File: config.mk
export PLATFORM = sky130hd
export DESIGN_NAME = msi_ilv_ctrl
export DESIGN_NICKNAME = d
export VERILOG_FILES = /design/src/rtl/msi_ilv_pkg.sv /design/src/rtl/msi_ilv_decode.sv /design/src/rtl/msi_ilv_bank.sv /design/src/rtl/msi_ilv_rdmux.sv /design/src/rtl/msi_ilv_ctrl.sv
export SDC_FILE = /design/constraint.sdc
export NUM_CORES = 1
export LEC_CHECK = 0
export BUFFER_PORTS_ARGS = -buffer_cell sky130_fd_sc_hd__buf_2
export CORE_ASPECT_RATIO = 1.2
export CORE_MARGIN = 2
export CORE_UTILIZATION = 60
export CTS_BUF_LIST = sky130_fd_sc_hd__clkbuf_4 sky130_fd_sc_hd__clkbuf_8
export DETAILED_ROUTE_END_ITERATION = 10
export GPL_TIMING_DRIVEN = 0
export PLACE_DENSITY_LB_ADDON = 0.05
export SKIP_LAST_GASP = 1
export SLEW_MARGIN = 20
export SYNTH_ARGS = -nofsm -noshare
export SYNTH_HDL_FRONTEND = slang
export SYNTH_SLANG_ARGS = --single-unit
File: constraint.sdc
create_clock -name clk -period 4.75 [get_ports clk]
set_input_delay 0.95 -clock clk [delete_from_list [all_inputs] [get_ports clk]]
set_output_delay 0.95 -clock clk [all_outputs]
set_load 0.05 [all_outputs]
File: src/rtl/msi_ilv_pkg.sv
package msi_ilv_pkg;

  localparam int ADDR_W = 12;
  localparam int DATA_W = 32;

  // Fixed register locations; software decodes these, so they are kept.
  localparam logic [ADDR_W-1:0] EOI_ADDR      = 12'h050;
  localparam logic [ADDR_W-1:0] DOORBELL_ADDR = 12'h054;
  localparam logic [ADDR_W-1:0] BANK_BASE     = 12'h100;

  // Offsets of the three per-bank registers inside a 16-byte slot.
  localparam logic [3:0] STAT_OFS  = 4'h4;
  localparam logic [3:0] ENSET_OFS = 4'h8;
  localparam logic [3:0] ENCLR_OFS = 4'hC;

  // First end-of-interrupt code that names an MSI bank; lower codes are legacy.
  localparam int EOI_MSI_FIRST = 4;

  typedef enum logic [1:0] {
    ACC_NONE,
    ACC_STAT,
    ACC_ENSET,
    ACC_ENCLR
  } bank_acc_e;

endpackage

File: src/rtl/msi_ilv_decode.sv
module msi_ilv_decode
  import msi_ilv_pkg::*;
#(
  parameter int NUM_REGS     = 8,
  parameter int BITS_PER_REG = 4
) (
  input  logic                        wr_en,
  input  logic [ADDR_W-1:0]           addr,
  input  logic [DATA_W-1:0]           wdata,
  output bank_acc_e                   acc,
  output logic                        bank_hit,
  output logic [$clog2(NUM_REGS)-1:0] bank_idx,
  output logic                        db_hit,
  output logic [$clog2(NUM_REGS)-1:0] db_reg,
  output logic [$clog2(NUM_REGS*BITS_PER_REG)-$clog2(NUM_REGS)-1:0] db_bit,
  output logic [NUM_REGS-1:0]         eoi_vec
);

  localparam int VEC_W  = $clog2(NUM_REGS * BITS_PER_REG);
  localparam int REG_W  = $clog2(NUM_REGS);
  localparam int SLOT_W = ADDR_W - 4;
  localparam logic [SLOT_W-1:0] SLOT_LIM = SLOT_W'(NUM_REGS);

  logic [ADDR_W-1:0] off;
  logic [SLOT_W-1:0] slot;
  logic [VEC_W-1:0]  vec;
  logic [DATA_W-1:0] k_rel;

  // Bank register decode
  always_comb begin
    off      = addr - BANK_BASE;
    slot     = off[ADDR_W-1:4];
    bank_hit = (addr >= BANK_BASE) && (slot < SLOT_LIM);
    bank_idx = slot[REG_W-1:0];
    case (off[3:0])
      STAT_OFS:  acc = ACC_STAT;
      ENSET_OFS: acc = ACC_ENSET;
      ENCLR_OFS: acc = ACC_ENCLR;
      default:   acc = ACC_NONE;
    endcase
    if (!bank_hit) acc = ACC_NONE;
  end

  // Doorbell: interleave vector into (bank, bit)
  always_comb begin
    db_hit = wr_en && (addr == DOORBELL_ADDR);
    vec    = wdata[VEC_W-1:0];
    db_reg = vec[REG_W-1:0];
    db_bit = vec[VEC_W-1:REG_W];
  end

  // End-of-interrupt: code k selects bank k - EOI_MSI_FIRST
  always_comb begin
    k_rel   = wdata - DATA_W'(EOI_MSI_FIRST);
    eoi_vec = '0;
    if (wr_en && (addr == EOI_ADDR) && (k_rel < DATA_W'(NUM_REGS)))
      eoi_vec[k_rel[REG_W-1:0]] = 1'b1;
  end

endmodule

File: src/rtl/msi_ilv_bank.sv
module msi_ilv_bank #(
  parameter int BITS_PER_REG = 4,
  parameter int BIT_W        = 2
) (
  input  logic                    clk,
  input  logic                    rst_n,
  input  logic                    stat_wr,
  input  logic                    en_set,
  input  logic                    en_clr,
  input  logic [BITS_PER_REG-1:0] wbits,
  input  logic                    db_hit,
  input  logic [BIT_W-1:0]        db_bit,
  input  logic                    eoi_hit,
  output logic [BITS_PER_REG-1:0] stat_q,
  output logic [BITS_PER_REG-1:0] en_q,
  output logic                    irq_q
);

  logic [BITS_PER_REG-1:0] db_mask;
  logic [BITS_PER_REG-1:0] clr_mask;
  logic [BITS_PER_REG-1:0] stat_d;
  logic [BITS_PER_REG-1:0] en_d;
  logic                    stat_we;
  logic                    en_we;
  logic                    irq_d;

  // Next state
  always_comb begin
    db_mask  = db_hit  ? (BITS_PER_REG'(1) << db_bit) : '0;
    clr_mask = stat_wr ? wbits : '0;
    stat_we  = db_hit | stat_wr;
    stat_d   = (stat_q & ~clr_mask) | db_mask;

    en_we = en_set | en_clr;
    if (en_set)      en_d = en_q | wbits;
    else if (en_clr) en_d = en_q & ~wbits;
    else             en_d = en_q;

    irq_d = eoi_hit ? 1'b0 : |(stat_q & en_q);
  end

  // Registers
  always_ff @(posedge clk or negedge rst_n) begin
    if (!rst_n) begin
      stat_q <= '0;
      en_q   <= '0;
      irq_q  <= 1'b0;
    end else begin
      if (stat_we) stat_q <= stat_d;
      if (en_we)   en_q   <= en_d;
      irq_q <= irq_d;
    end
  end


  doorbell_sets_chk: assert property (@(posedge clk) disable iff (!rst_n)
    db_hit |=> ((stat_q & $past(db_mask)) == $past(db_mask)));


  no_spurious_pend_chk: assert property (@(posedge clk) disable iff (!rst_n)
    !db_hit |=> ((stat_q & ~$past(stat_q)) == '0));


  w1c_clears_chk: assert property (@(posedge clk) disable iff (!rst_n)
    (stat_wr && !db_hit) |=> ((stat_q & $past(wbits)) == '0));


  en_clear_chk: assert property (@(posedge clk) disable iff (!rst_n)
    en_clr |=> ((en_q & $past(wbits)) == '0));


  irq_needs_work_chk: assert property (@(posedge clk) disable iff (!rst_n)
    irq_q |-> $past(|(stat_q & en_q)));


  eoi_gap_chk: assert property (@(posedge clk) disable iff (!rst_n)
    eoi_hit |=> !irq_q);

endmodule

File: src/rtl/msi_ilv_rdmux.sv
module msi_ilv_rdmux
  import msi_ilv_pkg::*;
#(
  parameter int NUM_REGS     = 8,
  parameter int BITS_PER_REG = 4
) (
  input  logic                                   clk,
  input  logic                                   rst_n,
  input  logic                                   rd_en,
  input  bank_acc_e                              acc,
  input  logic [$clog2(NUM_REGS)-1:0]            bank_idx,
  input  logic [NUM_REGS-1:0][BITS_PER_REG-1:0]  stat_all,
  input  logic [NUM_REGS-1:0][BITS_PER_REG-1:0]  en_all,
  output logic [DATA_W-1:0]                      rdata
);

  logic [DATA_W-1:0] rdata_d;

  always_comb begin
    case (acc)
      ACC_STAT:              rdata_d = DATA_W'(stat_all[bank_idx]);
      ACC_ENSET, ACC_ENCLR:  rdata_d = DATA_W'(en_all[bank_idx]);
      default:               rdata_d = '0;
    endcase
  end

  always_ff @(posedge clk or negedge rst_n) begin
    if (!rst_n) rdata <= '0;
    else if (rd_en) rdata <= rdata_d;
  end


  unmapped_read_zero_chk: assert property (@(posedge clk) disable iff (!rst_n)
    (rd_en && (acc == ACC_NONE)) |=> (rdata == '0));

endmodule

File: src/rtl/msi_ilv_ctrl.sv
module msi_ilv_ctrl
  import msi_ilv_pkg::*;
#(
  parameter int NUM_REGS     = 8,
  parameter int BITS_PER_REG = 4
) (
  input  logic                clk,
  input  logic                rst_n,
  input  logic                wr_en,
  input  logic                rd_en,
  input  logic [ADDR_W-1:0]   addr,
  input  logic [DATA_W-1:0]   wdata,
  output logic [DATA_W-1:0]   rdata,
  output logic [NUM_REGS-1:0] irq_line
);

  localparam int VEC_W = $clog2(NUM_REGS * BITS_PER_REG);
  localparam int REG_W = $clog2(NUM_REGS);
  localparam int BIT_W = VEC_W - REG_W;

  // Reset: asynchronous assert, synchronous release
  logic [1:0] rst_sync_q;
  logic       rst_int_n;

  always_ff @(posedge clk or negedge rst_n) begin
    if (!rst_n) rst_sync_q <= 2'b00;
    else        rst_sync_q <= {rst_sync_q[0], 1'b1};
  end
  assign rst_int_n = rst_sync_q[1];

  bank_acc_e                            acc;
  logic                                 bank_hit;
  logic [REG_W-1:0]                     bank_idx;
  logic                                 db_hit;
  logic [REG_W-1:0]                     db_reg;
  logic [BIT_W-1:0]                     db_bit;
  logic [NUM_REGS-1:0]                  eoi_vec;
  logic [NUM_REGS-1:0][BITS_PER_REG-1:0] stat_all;
  logic [NUM_REGS-1:0][BITS_PER_REG-1:0] en_all;

  msi_ilv_decode #(
    .NUM_REGS    (NUM_REGS),
    .BITS_PER_REG(BITS_PER_REG)
  ) u_decode (
    .wr_en   (wr_en),
    .addr    (addr),
    .wdata   (wdata),
    .acc     (acc),
    .bank_hit(bank_hit),
    .bank_idx(bank_idx),
    .db_hit  (db_hit),
    .db_reg  (db_reg),
    .db_bit  (db_bit),
    .eoi_vec (eoi_vec)
  );

  for (genvar r = 0; r < NUM_REGS; r++) begin : g_bank
    logic sel;
    assign sel = wr_en && bank_hit && (bank_idx == REG_W'(r));

    msi_ilv_bank #(
      .BITS_PER_REG(BITS_PER_REG),
      .BIT_W       (BIT_W)
    ) u_bank (
      .clk    (clk),
      .rst_n  (rst_int_n),
      .stat_wr(sel && (acc == ACC_STAT)),
      .en_set (sel && (acc == ACC_ENSET)),
      .en_clr (sel && (acc == ACC_ENCLR)),
      .wbits  (wdata[BITS_PER_REG-1:0]),
      .db_hit (db_hit && (db_reg == REG_W'(r))),
      .db_bit (db_bit),
      .eoi_hit(eoi_vec[r]),
      .stat_q (stat_all[r]),
      .en_q   (en_all[r]),
      .irq_q  (irq_line[r])
    );
  end

  msi_ilv_rdmux #(
    .NUM_REGS    (NUM_REGS),
    .BITS_PER_REG(BITS_PER_REG)
  ) u_rdmux (
    .clk     (clk),
    .rst_n   (rst_int_n),
    .rd_en   (rd_en),
    .acc     (acc),
    .bank_idx(bank_idx),
    .stat_all(stat_all),
    .en_all  (en_all),
    .rdata   (rdata)
  );


  reset_quiet_chk: assert property (@(posedge clk)
    !rst_int_n |=> (irq_line == '0));

endmodule

Yosys cells after proc, flatten, opt, wreduce, memory -nomap -nowiden
Index checks and enable logic that the tools add are counted.
Storage, ports and cells
  output and inout bits: 40
  flip-flop bits (word level): 106
  bits of input ports: 48
Cells by class
  bitwise operators: 65
  mux-type cells: 50
  add/sub/neg operators: 2
  shift-type cells: 1
  $lt $le $gt $ge: 6
  reduce and logical (&&, ||, !) cells: 73
  equal/unequal tests: 22
Operators by type and width (number)
  $mux W4: 34
  $and A4 B4 Y4: 24
  $or A4 B4 Y4: 16
  $logic_and A1 B1 Y1: 46
  $not A4 Y4: 9
  $lt A32 B4 Y1 const B: 1
  $reduce_or A4 Y1: 8
  $sub A32 B3 Y32 const B: 1
  $bmux W4 S3: 2
  $eq A12 B7 Y1 const B: 2
  $eq A3 B3 Y1 const B: 8
  $or A1 B1 Y1: 16
  $reduce_and A2 Y1: 8
  $reduce_bool A2 Y1: 8
  $eq A3 B2 Y1 const B: 4
  $ge A12 B9 Y1 const B: 1
  $sub A12 B9 Y12 const B: 1
  $mux W1: 9
  $eq A4 B4 Y1 const B: 2
  $lt A3 B4 Y1 const B: 2
  $lt A8 B4 Y1 const B: 1
  $mux W8: 1
  $pmux W4 S2: 1
  $eq A3 B1 Y1 const B: 2
  other kinds (10): 12

Logic depth before layout (Yosys ltp)
  word-level depth: 10
  mapped depth: 11
  mapped depth without buffers: 9

Modules after synthesis
A second synthesis with hierarchy kept.
Unflattened totals
  cell total of the unflattened synthesis: 446
  area, all modules: 4565.6 µm²
By module, submodules not included
  msi_ilv_bank: area each 357.8 µm², cells an instance 30, instances 8, sequential area each 225.2 µm²
  msi_ilv_rdmux: area each 908.4 µm², cells an instance 83, instances 1, sequential area each 100.1 µm²
  msi_ilv_decode: area each 422.9 µm², cells an instance 63, instances 1, sequential area each 0.0 µm²
  msi_ilv_ctrl: area each 371.6 µm², cells an instance 60, instances 1, sequential area each 50.0 µm²

Worst setup path before layout
Ideal clock, no wire load.
  path kind: input to register
  from: input wdata[2]
  to: register g_bank[3].u_bank.irq_q
  arrival: 3.040 ns
  path slack: 1.559 ns
  buffers on the path: 2
  cell stages on the path: 11
  path through: buf_2 inv_1 ha_1 clkbuf_1 nor2b_1 o31ai_1 a221oi_1 nand4_1 or4_4 nor4_4 a41oi_1
Between the ends
  cells in the longest elaborated chain, start to end: 7
  elaborated cells on any way between the ends: 10
  classes of those cells: add/sub (1); order compare (3); mux (4); reduce/logical (2)
Ends and longest elaborated chain
  start, declared: line msi_ilv_ctrl.sv:12  | input logic [DATA_W-1:0] wdata,
  $sub A32 B3 Y32 *: line msi_ilv_decode.sv:54  | k_rel = wdata - DATA_W'(EOI_MSI_FIRST);
  parallel branches: the longest is 4 deep, another holds $lt A32 B4 Y1
  $mux W8 *: line msi_ilv_decode.sv:56  | if (wr_en && (addr == EOI_ADDR) && (k_rel < DATA_W'(NUM_REGS)))
  $mux W1 *: line msi_ilv_bank.sv:39  | irq_d = eoi_hit ? 1'b0 : |(stat_q & en_q);
  net g_bank[3].u_bank.irq_d: line msi_ilv_bank.sv:25  | logic irq_d;
  end signal, assigned: line msi_ilv_bank.sv:51  | irq_q <= irq_d;
  end, declared: line msi_ilv_bank.sv:16  | output logic irq_q
Mark *: on every way through the listed nets, which the timed path passes.
A chain may end at the register's enable or synchronous reset.

Worst setup path after layout
  from: input wdata[3]
  to: register g_bank[7].u_bank.irq_q
Between the ends
  cells in the longest elaborated chain, start to end: 5
Ends and longest elaborated chain (line)
  $sub A32 B3 Y32: msi_ilv_decode.sv:54
  $lt A32 B4 Y1: msi_ilv_decode.sv:56
  $logic_and A1 B1 Y1: msi_ilv_decode.sv:56
  $mux W8: msi_ilv_decode.sv:56
  $mux W1: msi_ilv_bank.sv:39
  net g_bank[7].u_bank.irq_d: msi_ilv_bank.sv:25
  end signal, assigned: msi_ilv_bank.sv:51
  end, declared: msi_ilv_bank.sv:16
The timed path passes the listed nets, and every way through them passes these cells.

==> run_results.csv <==
group,metric,value,unit
run_status,outcome,"complete, no violations",
power_and_ir_drop,peakVddDrop,222.8,µV
critical_path,slowest_delay,580,ps
detailed_routing,met2_length,6483,µm
clocking,cts_sinks,78,
sta,hold_violations,0,
clocking,cts_root_buf,"clkbuf_8",
min_path,hp-class,"flop to asynchronous set/reset pin",
critical_path,crit_required,4950,ps
placement,placed_area,5360,µm²
sta,fin_tns_setup,0,ps
logic_synthesis,ys_seq_area_share,40.19,%
placement,place.port_buffers,51,
critical_path,worst-setup-path-type,"primary input to flop",
logic_synthesis,synth_top_area_share,40.19,%
logic_synthesis,synth.area.top_cells,"dfrtp_1, mux2i_1, mux4_2, nand2_1, buf_4",
logic_synthesis,synthArstFlopShare,100.0,%
placement,hpwlAfterDp,10110,µm
flow_run,drv.max_cap_violation_count,0,
sta,holdWs,231.0,ps
sta,max_slew_margin,46.83,%
sta,clock.fmax,299.9,MHz
detailed_routing,wl_met3,993,µm
global_route,grt_pass1_vias,4174,
clocking,cts_max_level,3,
finish,final_util,71.46,%
logic_synthesis,yosys_register_bits,78,
clocking,ctsLongestPathBuffers,2,
logic_synthesis,synth_cell_types,57,
floorplanning,die_width,86.14,µm
critical_path,r2r_slack,3220,ps
detailed_routing,first_pass_iters,9,
logic_synthesis,synthFlopType,"dfrtp_1",
detailed_routing,drt-met1-wl,5090,µm
global_route,grt_start_max_net_pins,56,
finish,fin_nets,636,
finish,area.growth.synth_to_final,14.04,%
logic_synthesis,synth_edf_count,0,
sta,setup_violations,0,
detailed_routing,avgViaCountPerCell,6.132,
detailed_routing,wire_per_inst,19.55,µm
floorplanning,io_pins,88,
critical_path,path_max_fanout,10,
sta,period_share,70.20,%
detailed_routing,drt_wl_total,13370,µm
clocking,cts_resized,0,
logic_synthesis,syn_inst,497,
critical_path,start_kind,"primary input",
finish,layout-drive-gt1-share,23.99,%
power_and_ir_drop,p_per_area,242.8,nW/µm²
floorplanning,die-area,8834,µm²
logic_synthesis,synth_common_cells,"dfrtp_1, nand2_1, mux2i_1, inv_1, buf_4",
detailed_routing,maxUsedRoutingLayer,"met4",
floorplanning,num_rows,35,
sta,fin_crit,3334,ps
global_route,grt_pass1_wl,21330,µm
detailed_routing,vias,4194,
floorplanning,fp.dieH,102.6,µm
power_and_ir_drop,p_total,0.001345,W
clocking,cts-buffers-inserted,9,
sta,clock_skew,13.94,ps
clocking,clock_insertion_delay_worst_skew,360,ps
global_route,grt_overflow,0,
sta,tightest_slew,797.6,ps
placement,place_congestion,0.9742,
critical_path,cpMaxStageDelayCell,"or4_4",
clocking,path_clk_slew,80,ps
detailed_routing,first_iter_violations,438,
clocking,cts_tree,"built",
sta,rsz0062_at_grt,"no",
logic_synthesis,syn_area_per_cell,9.773,µm²
logic_synthesis,ys_warn_count,0,
sta,maxSlewViolCount,0,
clocking,cts_hold_buf,0,
critical_path,critPathCaptureType,"flop",
global_route,antenna_found_initial,0,
clocking,cts_setup_buffers,0,
power_and_ir_drop,p_leak,2.712,nW
global_route,grt.total_usage,32.19,%
floorplanning,coreArea,7751,µm²
finish,antenna_cells,0,
detailed_routing,ant_nets,0,
logic_synthesis,yosysTopAreaCell,"dfrtp_1",
critical_path,crit_chain,"buf_2 > inv_1 > ha_1 > clkbuf_1 > nor2b_1 > o31ai_1 > a221oi_1 > nand4_1 > or4_4 > nor4_4 > a31oi_1",
logic_synthesis,syn-cell-area,4857,µm²
floorplanning,start_util,62.66,%
critical_path,cp.arrival,3530,ps
finish,final_area,5539,µm²
detailed_routing,route.detailed.drc,0,
-- metal layers --
| metal | GRT usage [%] | up-vias |
|---|---|---|
| met5 | 0 | - |
| met4 | 20.63 | 0 |
| met3 | 3.763 | 65 |
| met2 | 52.65 | 234 |
| met1 | 40.99 | 1999 |
| li1 | - | 1896 |
-- worst max-delay path: cells and delay by family --
family,cells,cell delay (ps)
AO/OA/AOI/OAI,3,500
adder cells (fa/ha/maj),1,150
buffers and inverters,3,600
AND/OR/NAND/NOR,4,1330
-- final cells by class --
class                           count  area [µm²]
Clock buffer                        9       123.9
Sequential cell                    78        1956
Clock inverter                      7       55.05
Multi-Input combinational cell    347        2489
Fill cell                         586        2212
Inverter                           37       138.9
Buffer                             62       379.1
Timing Repair Buffer               52       282.8
Tap cell                           92       115.1
-- cell usage in the layout, fill, tap and decap left out, drive strengths merged, types with 2 or more instances in the layout --
cell type / instances
nand4b: 2
nand2b: 7
o21ai: 7
nand4: 6
a22o: 20
a21oi: 6
or2: 4
o2bb2ai: 17
o211ai: 2
nor3b: 2
o41ai: 2
or3b: 2
o221ai: 4
mux2i: 40
a221oi: 9
or3: 2
a32o: 4
or4: 3
clkbuf: 27
nor2b: 3
conb: 29
buf: 96
mux4: 16
a31oi: 3
nor3: 13
nand2: 78
clkinvlp: 2
o21a: 4
nor4: 8
clkinv: 2
nand3: 4
inv: 40
dfrtp: 78
nor2: 33
a211oi: 2
-- final timing paths --
| check | from | cells after the start | to |
|---|---|---|---|
| min reg2reg | rst_sync_q[1] | 0 | asynchronous set/reset pin |
| max in group asynchronous | rst_sync_q[1] | 1 | g_bank[1].u_bank.stat_q[0] |
| max | wdata[3] | 11 | g_bank[7].u_bank.irq_q |
| min | rst_sync_q[1] | 0 | asynchronous set/reset pin |
| min in group clk | rst_sync_q[0] | 0 | rst_sync_q[1] |
| max reg2reg | flop | 4 | u_rdmux.rdata[3] |
-- stage by stage --
step | std cells | setup WS (ps)
5_1_grt | 684 | 1239
6_report | 684 | 1416
2_1_floorplan | 524 | 1559
3_3_place_gp | 667 | 1119
4_1_cts | 684 | 1477
3_5_place_dp | 668 | 1085
-- cell families (layout without fill, tap and decap cells) --
logic type                 Yosys count  count (layout)  synth area share (%)
other                                2              29                0.1546
buffers and inverters               99             167                 10.66
and+or+nand+nor                    173             173                 18.55
muxes                               56              56                 15.66
DFF                                 78              78                 40.19
xor gates and xnor gates             1               1                0.1804
adders and majority gates            1               1                0.2576
AOI/OAI and AO/OA                   87              87                 14.35
-- power breakdown --
group / internal, W / switching [W]
clock: 0.000195 / 0.000265
combinational: 0.0000617 / 0.000149
sequential: 0.000668 / 0.00000647
Power figures use the tool's default switching activity.
